**src/rtl/qdac_pkg.sv**
```systemverilog
package qdac_pkg;
    localparam int NCH     = 4;
    localparam int FRAME_W = 16;
    localparam int CMD_W   = 4;

    typedef enum logic [1:0] {
        ST_IDLE,
        ST_SHIFT,
        ST_FULL,
        ST_OVER
    } rx_state_e;
endpackage

```
**src/rtl/dac_sif_rx.sv**
```systemverilog
module dac_sif_rx
    import qdac_pkg::*;
#(
    parameter int FRAME_W_P = FRAME_W
) (
    input  logic                 clk,
    input  logic                 clr_n,
    input  logic                 cs_n,
    input  logic                 sck,
    input  logic                 sdi,
    output logic [FRAME_W_P-1:0] frame,
    output logic                 exec
);
    localparam int CNT_W = $clog2(FRAME_W_P);
    localparam logic [CNT_W-1:0] LAST = CNT_W'(FRAME_W_P - 1);

    rx_state_e state, nxt;
    logic s_cs, s_sck, s_sdi, sck_d;
    logic sck_rise;
    logic [CNT_W-1:0] cnt;

    // pin sampling into the system clock domain
    always_ff @(posedge clk or negedge clr_n) begin
        if (!clr_n) begin
            s_cs  <= 1'b1;
            s_sck <= 1'b0;
            s_sdi <= 1'b0;
            sck_d <= 1'b0;
        end else begin
            s_cs  <= cs_n;
            s_sck <= sck;
            s_sdi <= sdi;
            sck_d <= s_sck;
        end
    end

    assign sck_rise = s_sck & ~sck_d;

    // state register
    always_ff @(posedge clk or negedge clr_n) begin
        if (!clr_n) state <= ST_IDLE;
        else        state <= nxt;
    end

    always_comb begin
        nxt = state;
        unique case (state)
            ST_IDLE:  if (!s_cs) nxt = ST_SHIFT;
            ST_SHIFT: if (s_cs) nxt = ST_IDLE;
                      else if (sck_rise && cnt == LAST) nxt = ST_FULL;
            ST_FULL:  if (s_cs) nxt = ST_IDLE;
                      else if (sck_rise) nxt = ST_OVER;
            ST_OVER:  if (s_cs) nxt = ST_IDLE;
            default:  nxt = ST_IDLE;
        endcase
    end

    // shift path and bit counter
    always_ff @(posedge clk or negedge clr_n) begin
        if (!clr_n) begin
            cnt   <= '0;
            frame <= '0;
        end else if (state == ST_IDLE) begin
            cnt <= '0;
        end else if (state == ST_SHIFT && !s_cs && sck_rise) begin
            frame <= {frame[FRAME_W_P-2:0], s_sdi};
            cnt   <= cnt + 1'b1;
        end
    end

    // output process: execute strobe on leaving a full frame
    always_comb begin
        exec = 1'b0;
        unique case (state)
            ST_FULL:  exec = s_cs;
            default:  exec = 1'b0;
        endcase
    end
endmodule

```
**src/rtl/dac_cmd_decode.sv**
```systemverilog
module dac_cmd_decode
    import qdac_pkg::*;
(
    input  logic [CMD_W-1:0] code,
    output logic [NCH-1:0]   ld,
    output logic [NCH-1:0]   up
);
    logic [CMD_W-1:0] grp;
    logic [CMD_W-1:0] op;

    always_comb begin
        ld  = '0;
        up  = '0;
        grp = code / CMD_W'(3);
        op  = code - grp * CMD_W'(3);
        if (code < CMD_W'(12)) begin
            ld[grp[1:0]] = (op != CMD_W'(1));
            up[grp[1:0]] = (op != CMD_W'(0));
        end else if (code != '1) begin
            ld = {NCH{op != CMD_W'(1)}};
            up = {NCH{op != CMD_W'(0)}};
        end
    end
endmodule

```
**src/rtl/dac_chan_regs.sv**
```systemverilog
module dac_chan_regs
    import qdac_pkg::*;
#(
    parameter int RES = 12
) (
    input  logic           clk,
    input  logic           clr_n,
    input  logic           exec,
    input  logic [NCH-1:0] ld,
    input  logic [NCH-1:0] up,
    input  logic [RES-1:0] din,
    output logic [RES-1:0] buf_q [NCH],
    output logic [RES-1:0] out_q [NCH]
);
    for (genvar ch = 0; ch < NCH; ch++) begin : g_ch
        always_ff @(posedge clk or negedge clr_n) begin
            if (!clr_n) begin
                buf_q[ch] <= '0;
                out_q[ch] <= '0;
            end else if (exec) begin
                if (ld[ch]) buf_q[ch] <= din;
                if (up[ch]) out_q[ch] <= ld[ch] ? din : buf_q[ch];
            end
        end
    end
endmodule

```
**src/rtl/quad_dac_front.sv**
```systemverilog
module quad_dac_front
    import qdac_pkg::*;
#(
    parameter int RES = 12
) (
    input  logic           clk,
    input  logic           clr_n,
    input  logic           cs_n,
    input  logic           sck,
    input  logic           sdi,
    output logic [RES-1:0] out_a,
    output logic [RES-1:0] out_b,
    output logic [RES-1:0] out_c,
    output logic [RES-1:0] out_d
);
    localparam int FIELD_MSB = FRAME_W - CMD_W - 1;

    logic [FRAME_W-1:0] frame_w;
    logic               exec_w;
    logic [CMD_W-1:0]   cmd_w;
    logic [RES-1:0]     din_w;
    logic [NCH-1:0]     ld_w, up_w;
    logic [RES-1:0]     buf_q [NCH];
    logic [RES-1:0]     out_q [NCH];

    dac_sif_rx #(.FRAME_W_P(FRAME_W)) rx_i (
        .clk(clk), .clr_n(clr_n), .cs_n(cs_n), .sck(sck), .sdi(sdi),
        .frame(frame_w), .exec(exec_w)
    );

    assign cmd_w = frame_w[FRAME_W-1 -: CMD_W];
    assign din_w = frame_w[FIELD_MSB -: RES];

    dac_cmd_decode dec_i (.code(cmd_w), .ld(ld_w), .up(up_w));

    dac_chan_regs #(.RES(RES)) regs_i (
        .clk(clk), .clr_n(clr_n), .exec(exec_w), .ld(ld_w), .up(up_w),
        .din(din_w), .buf_q(buf_q), .out_q(out_q)
    );

    assign out_a = out_q[0];
    assign out_b = out_q[1];
    assign out_c = out_q[2];
    assign out_d = out_q[3];
endmodule

```
**config.mk**
```make
export PLATFORM = sky130hd
export DESIGN_NAME = quad_dac_front
export DESIGN_NICKNAME = d
export VERILOG_FILES = /design/src/rtl/qdac_pkg.sv /design/src/rtl/dac_sif_rx.sv /design/src/rtl/dac_cmd_decode.sv /design/src/rtl/dac_chan_regs.sv /design/src/rtl/quad_dac_front.sv
export SDC_FILE = /design/constraint.sdc
export NUM_CORES = 1
export LEC_CHECK = 0
export BUFFER_PORTS_ARGS = -buffer_cell sky130_fd_sc_hd__buf_4
export CORE_MARGIN = 3
export CORE_UTILIZATION = 40
export DETAILED_ROUTE_END_ITERATION = 10
export PLACE_DENSITY = 0.62
export SETUP_SLACK_MARGIN = 0.05
export SYNTH_ARGS = -nofsm -noshare
export SYNTH_HDL_FRONTEND = slang
export SYNTH_SLANG_ARGS = --single-unit
```
**constraint.sdc**
```tcl
create_clock -name clk -period 12.3 [get_ports clk]
set_input_delay 1.845 -clock clk [delete_from_list [all_inputs] [get_ports clk]]
set_output_delay 1.845 -clock clk [all_outputs]
set_load 0.01 [all_outputs]
```
==> impl_metrics.csv <==
group,metric,value,unit
outcome,status,"complete, no violations",
global_route,grt_max_degree,69,
floorplan,core_area,13300,sq um
synth,synth_ff_type,"dfrtp_1",
drt,drc,0,
clock_network,cts.clk_slew.worst_paths,0.05,ns
synth,synth_most_common_cell,"dfrtp_1",
synth,syn_inst,481,
cells_and_area,insertedDiodeCount,0,
cells_and_area,layout-drive-gt1-share,0.270,
job,maxCapViolCount,0,
timing,slew_viol_final,0,
cells_and_area,nets,543,
synth,syn_nets,500,
timing,tns,0,ns
global_route,grt_antenna_before_repair,0,
critical_path,r2r_slack,7.75,ns
drt,vias,3529,
synth,synth-edff-count,0,
timing,fmax,220,MHz
cells_and_area,multiInputGateArea,2240,sq um
clock_network,htreeDepth,4,
critical_path,r2r_start,"rx_i.frame[14]",
placed_design,hpwlAfterDp,7.15,mm
critical_path,crit_start,"rx_i.frame[14]",
synth,syn_area,5500,sq um
drt,drtIter0Drc,157,
timing,clock-skew-final,0.00500,ns
clock_network,cts_root_buffer,"clkbuf_16",
clock_network,cts_buffers,17,
placed_design,placed_cells,681,
placed_design,io_buffers,52,
min_path,whs_path_depth,0,
clock_network,clock_path_buffers,2,
clock_network,cts_tree,"built",
clock_network,cts_resized,0,
timing,relSlewSlack,0.170,
drt,antenna_left,0,
synth,synthTopCellsByCount,"121 x dfrtp_1, 85 x nand2_1, 49 x mux2_2",
floorplan,ios,53,
power,power.total,929,uW
global_route,grt_overflow_total,0,
cells_and_area,syn2layout_area_growth,19.4,%
global_route,grt_pass1_vias,3514,
critical_path,worst_path_most_repeated_cell,"ha_1",
synth,synth_top_area_frac,0.550,
drt,routed_wl,10.6,mm
floorplan,fp.dieW,123,um
critical_path,cp_data_required_time,12.56,ns
timing,final.min_clock_period,4.55,ns
critical_path,critPathTopFamily,"compound AO/OA/AOI/OAI gates",
critical_path,arrival,4.80,ns
floorplan,dieArea,15200,sq um
min_path,hold_start,"rx_i.s_sck",
clock_network,clock_sinks,122,
critical_path,path_max_fanout,12,
floorplan,initial_core_util,0.412,
clock_network,post_cts_buffers,0,
critical_path,cp_num_buf_inv,3,
synth,yosysSeqAreaShare,0.555,
timing,whs,0.371,ns
global_route,grt_usage,0.155,
min_path,hold_class,"flop to flop",
drt,drtPass1Iterations,6,
floorplan,rows,42,
synth,ys_warn_count,0,
timing,tightest_slew,1.24,ns
cells_and_area,fin_cells,713,
critical_path,critPathCapture,"regs_i.out_q[13]",
synth,yosysTopAreaCell,"dfrtp_1",
drt,routed_via_density,4.95,
power,ir_worst_vdd,0.0914,mV
timing,fin_crit_sh,0.370,
critical_path,worst_r2r_endpoint,"regs_i.out_q[13]",
critical_path,cp_slowest_cell,"o21ai_2",
cells_and_area,fill_cells,1221,
cells_and_area,final_util,0.492,
power,p_leak,0.00322,uW
floorplan,die_h,123,um
power,p_per_area,142,nW/um^2
critical_path,cp_cell_sequence,"nand2b_1 -> inv_1 -> ha_1 -> inv_1 -> ha_1 -> nor2b_1 -> a21oi_1 -> a211o_1 -> ha_1 -> inv_1 -> ha_1 -> nor2_1 -> fa_1 -> xor2_1 -> nand3_1 -> o21ai_2 -> mux2i_1 -> a21oi_1",
synth,avgSynthCellArea,11.4,sq um
global_route,grt_pass1_wl,17.8,mm
synth,synthArstFlopShare,1.00,
synth,ys_types,36,
critical_path,path_depth,18,
critical_path,cp-start-kind,"flop",
timing,final_hold_viol_count,0,
synth,ys_ff_latch,122,
critical_path,end_kind,"flop",
timing,setup_viol,0,
drt,wire_per_inst,14.9,um
critical_path,slowest_delay,0.80,ns
synth,synth_area_leaders,"dfrtp_1 55%, mux2_2 10%, mux2i_1 8.7%",
clock_network,hold_buffers,0,
clock_network,clkLatencyLatePin,0.41,ns
cells_and_area,ff_latch_area,3050,sq um
placed_design,place.gp.congestion,0.774,
critical_path,path_class,"flop to flop",
timing,rsz0062_at_grt,"no",
critical_path,reg2reg_depth,18,
[layout by cell type, fill, tap and decap left out, types with 2 or more instances in the layout]
cell | Yosys | layout
dfrtp_1 | 121 | 121
mux2_2 | 49 | 49
xnor2_1 | 2 | 2
ha_1 | 12 | 12
clkbuf_1 | 18 | 4
clkbuf_8 | 0 | 4
clkbuf_16 | 0 | 17
bufinv_16 | 0 | 2
xor2_1 | 3 | 3
o21ai_0 | 27 | 27
nor2_1 | 24 | 24
buf_4 | 1 | 56
nand3_1 | 3 | 3
clkinv_2 | 0 | 4
a21oi_1 | 17 | 17
nor2b_1 | 3 | 3
fa_1 | 2 | 2
o21ai_2 | 5 | 5
or3_1 | 2 | 2
o21ai_1 | 18 | 18
mux2i_1 | 48 | 48
inv_1 | 12 | 12
nand2_1 | 85 | 85
[registers in the layout (all words and copies together), names as in the netlist]
| signal | flops |
|---|---|
| regs_i.buf_q | 48 |
| regs_i.out_q | 48 |
| rx_i.cnt | 4 |
| rx_i.frame | 16 |
| rx_i.s_cs | 1 |
| rx_i.s_sck | 1 |
| rx_i.s_sdi | 1 |
| rx_i.sck_d | 1 |
| rx_i.state | 2 |
[cell type report]
type                    count  area share
inverters                  12     0.00686
multi-input cells         315       0.341
repair buffers             56      0.0640
clock inverters             7      0.0135
flip-flops and latches    122       0.465
well taps                 176      0.0335
clock buffers              25      0.0755
[worst register-to-register path: stages, from the launching register on]
cell	delay, ns
dfrtp_1	0.49
nand2b_1	0.14
inv_1	0.08
ha_1	0.15
inv_1	0.04
ha_1	0.26
nor2b_1	0.16
a21oi_1	0.09
a211o_1	0.33
ha_1	0.31
inv_1	0.07
ha_1	0.13
nor2_1	0.06
fa_1	0.37
xor2_1	0.16
nand3_1	0.36
o21ai_2	0.80
mux2i_1	0.30
a21oi_1	0.10
[layer usage]
layer  share of wire  routed length [um]  track usage  vias up
met5               0                   0            0        -
met4           0.021                 222       0.0830        0
met3           0.044                 469       0.0384       23
met2            0.44                4640        0.226       75
met1            0.50                5300        0.213     1712
li1                -                   -            -     1719
[where the power goes]
group | total [uW] | switching (uW) | leakage (uW) | internal, uW
combinational | 22.1 | 15.2 | 0.00124 | 6.91
clock | 488 | 170 | 0.000291 | 318
sequential | 419 | 12.2 | 0.00169 | 407
[cell families (layout without fill, tap and decap cells)]
logic type,after synthesis,in the layout,synth area share
XOR/XNOR,7,7,0.0159
AND/OR/NAND/NOR,125,125,0.0957
AO/OA/AOI/OAI,72,72,0.0728
buffers and inverters,44,100,0.0382
multiplexers,97,97,0.188
adder cells (fa/ha/maj),14,14,0.0346
flip-flops,122,122,0.555
[how the worst min path moves through the flow]
stage,slack (ns),to
2_1_floorplan,0.35,rx_i.sck_d
3_3_place_gp,0.36,rx_i.sck_d
3_5_place_dp,0.36,rx_i.sck_d
4_1_cts,0.37,rx_i.sck_d
5_1_grt,0.38,rx_i.sck_d
6_report,0.37,rx_i.sck_d
[stage by stage]
step / cell area, sq um / worst slack, ns
6_report: 6570 / 7.75
5_1_grt: 6570 / 7.29
4_1_cts: 6570 / 7.70
3_5_place_dp: 5980 / 7.70
3_3_place_gp: 5980 / 7.89
2_1_floorplan: 5500 / 8.40
(Power assumes the default switching activity.)
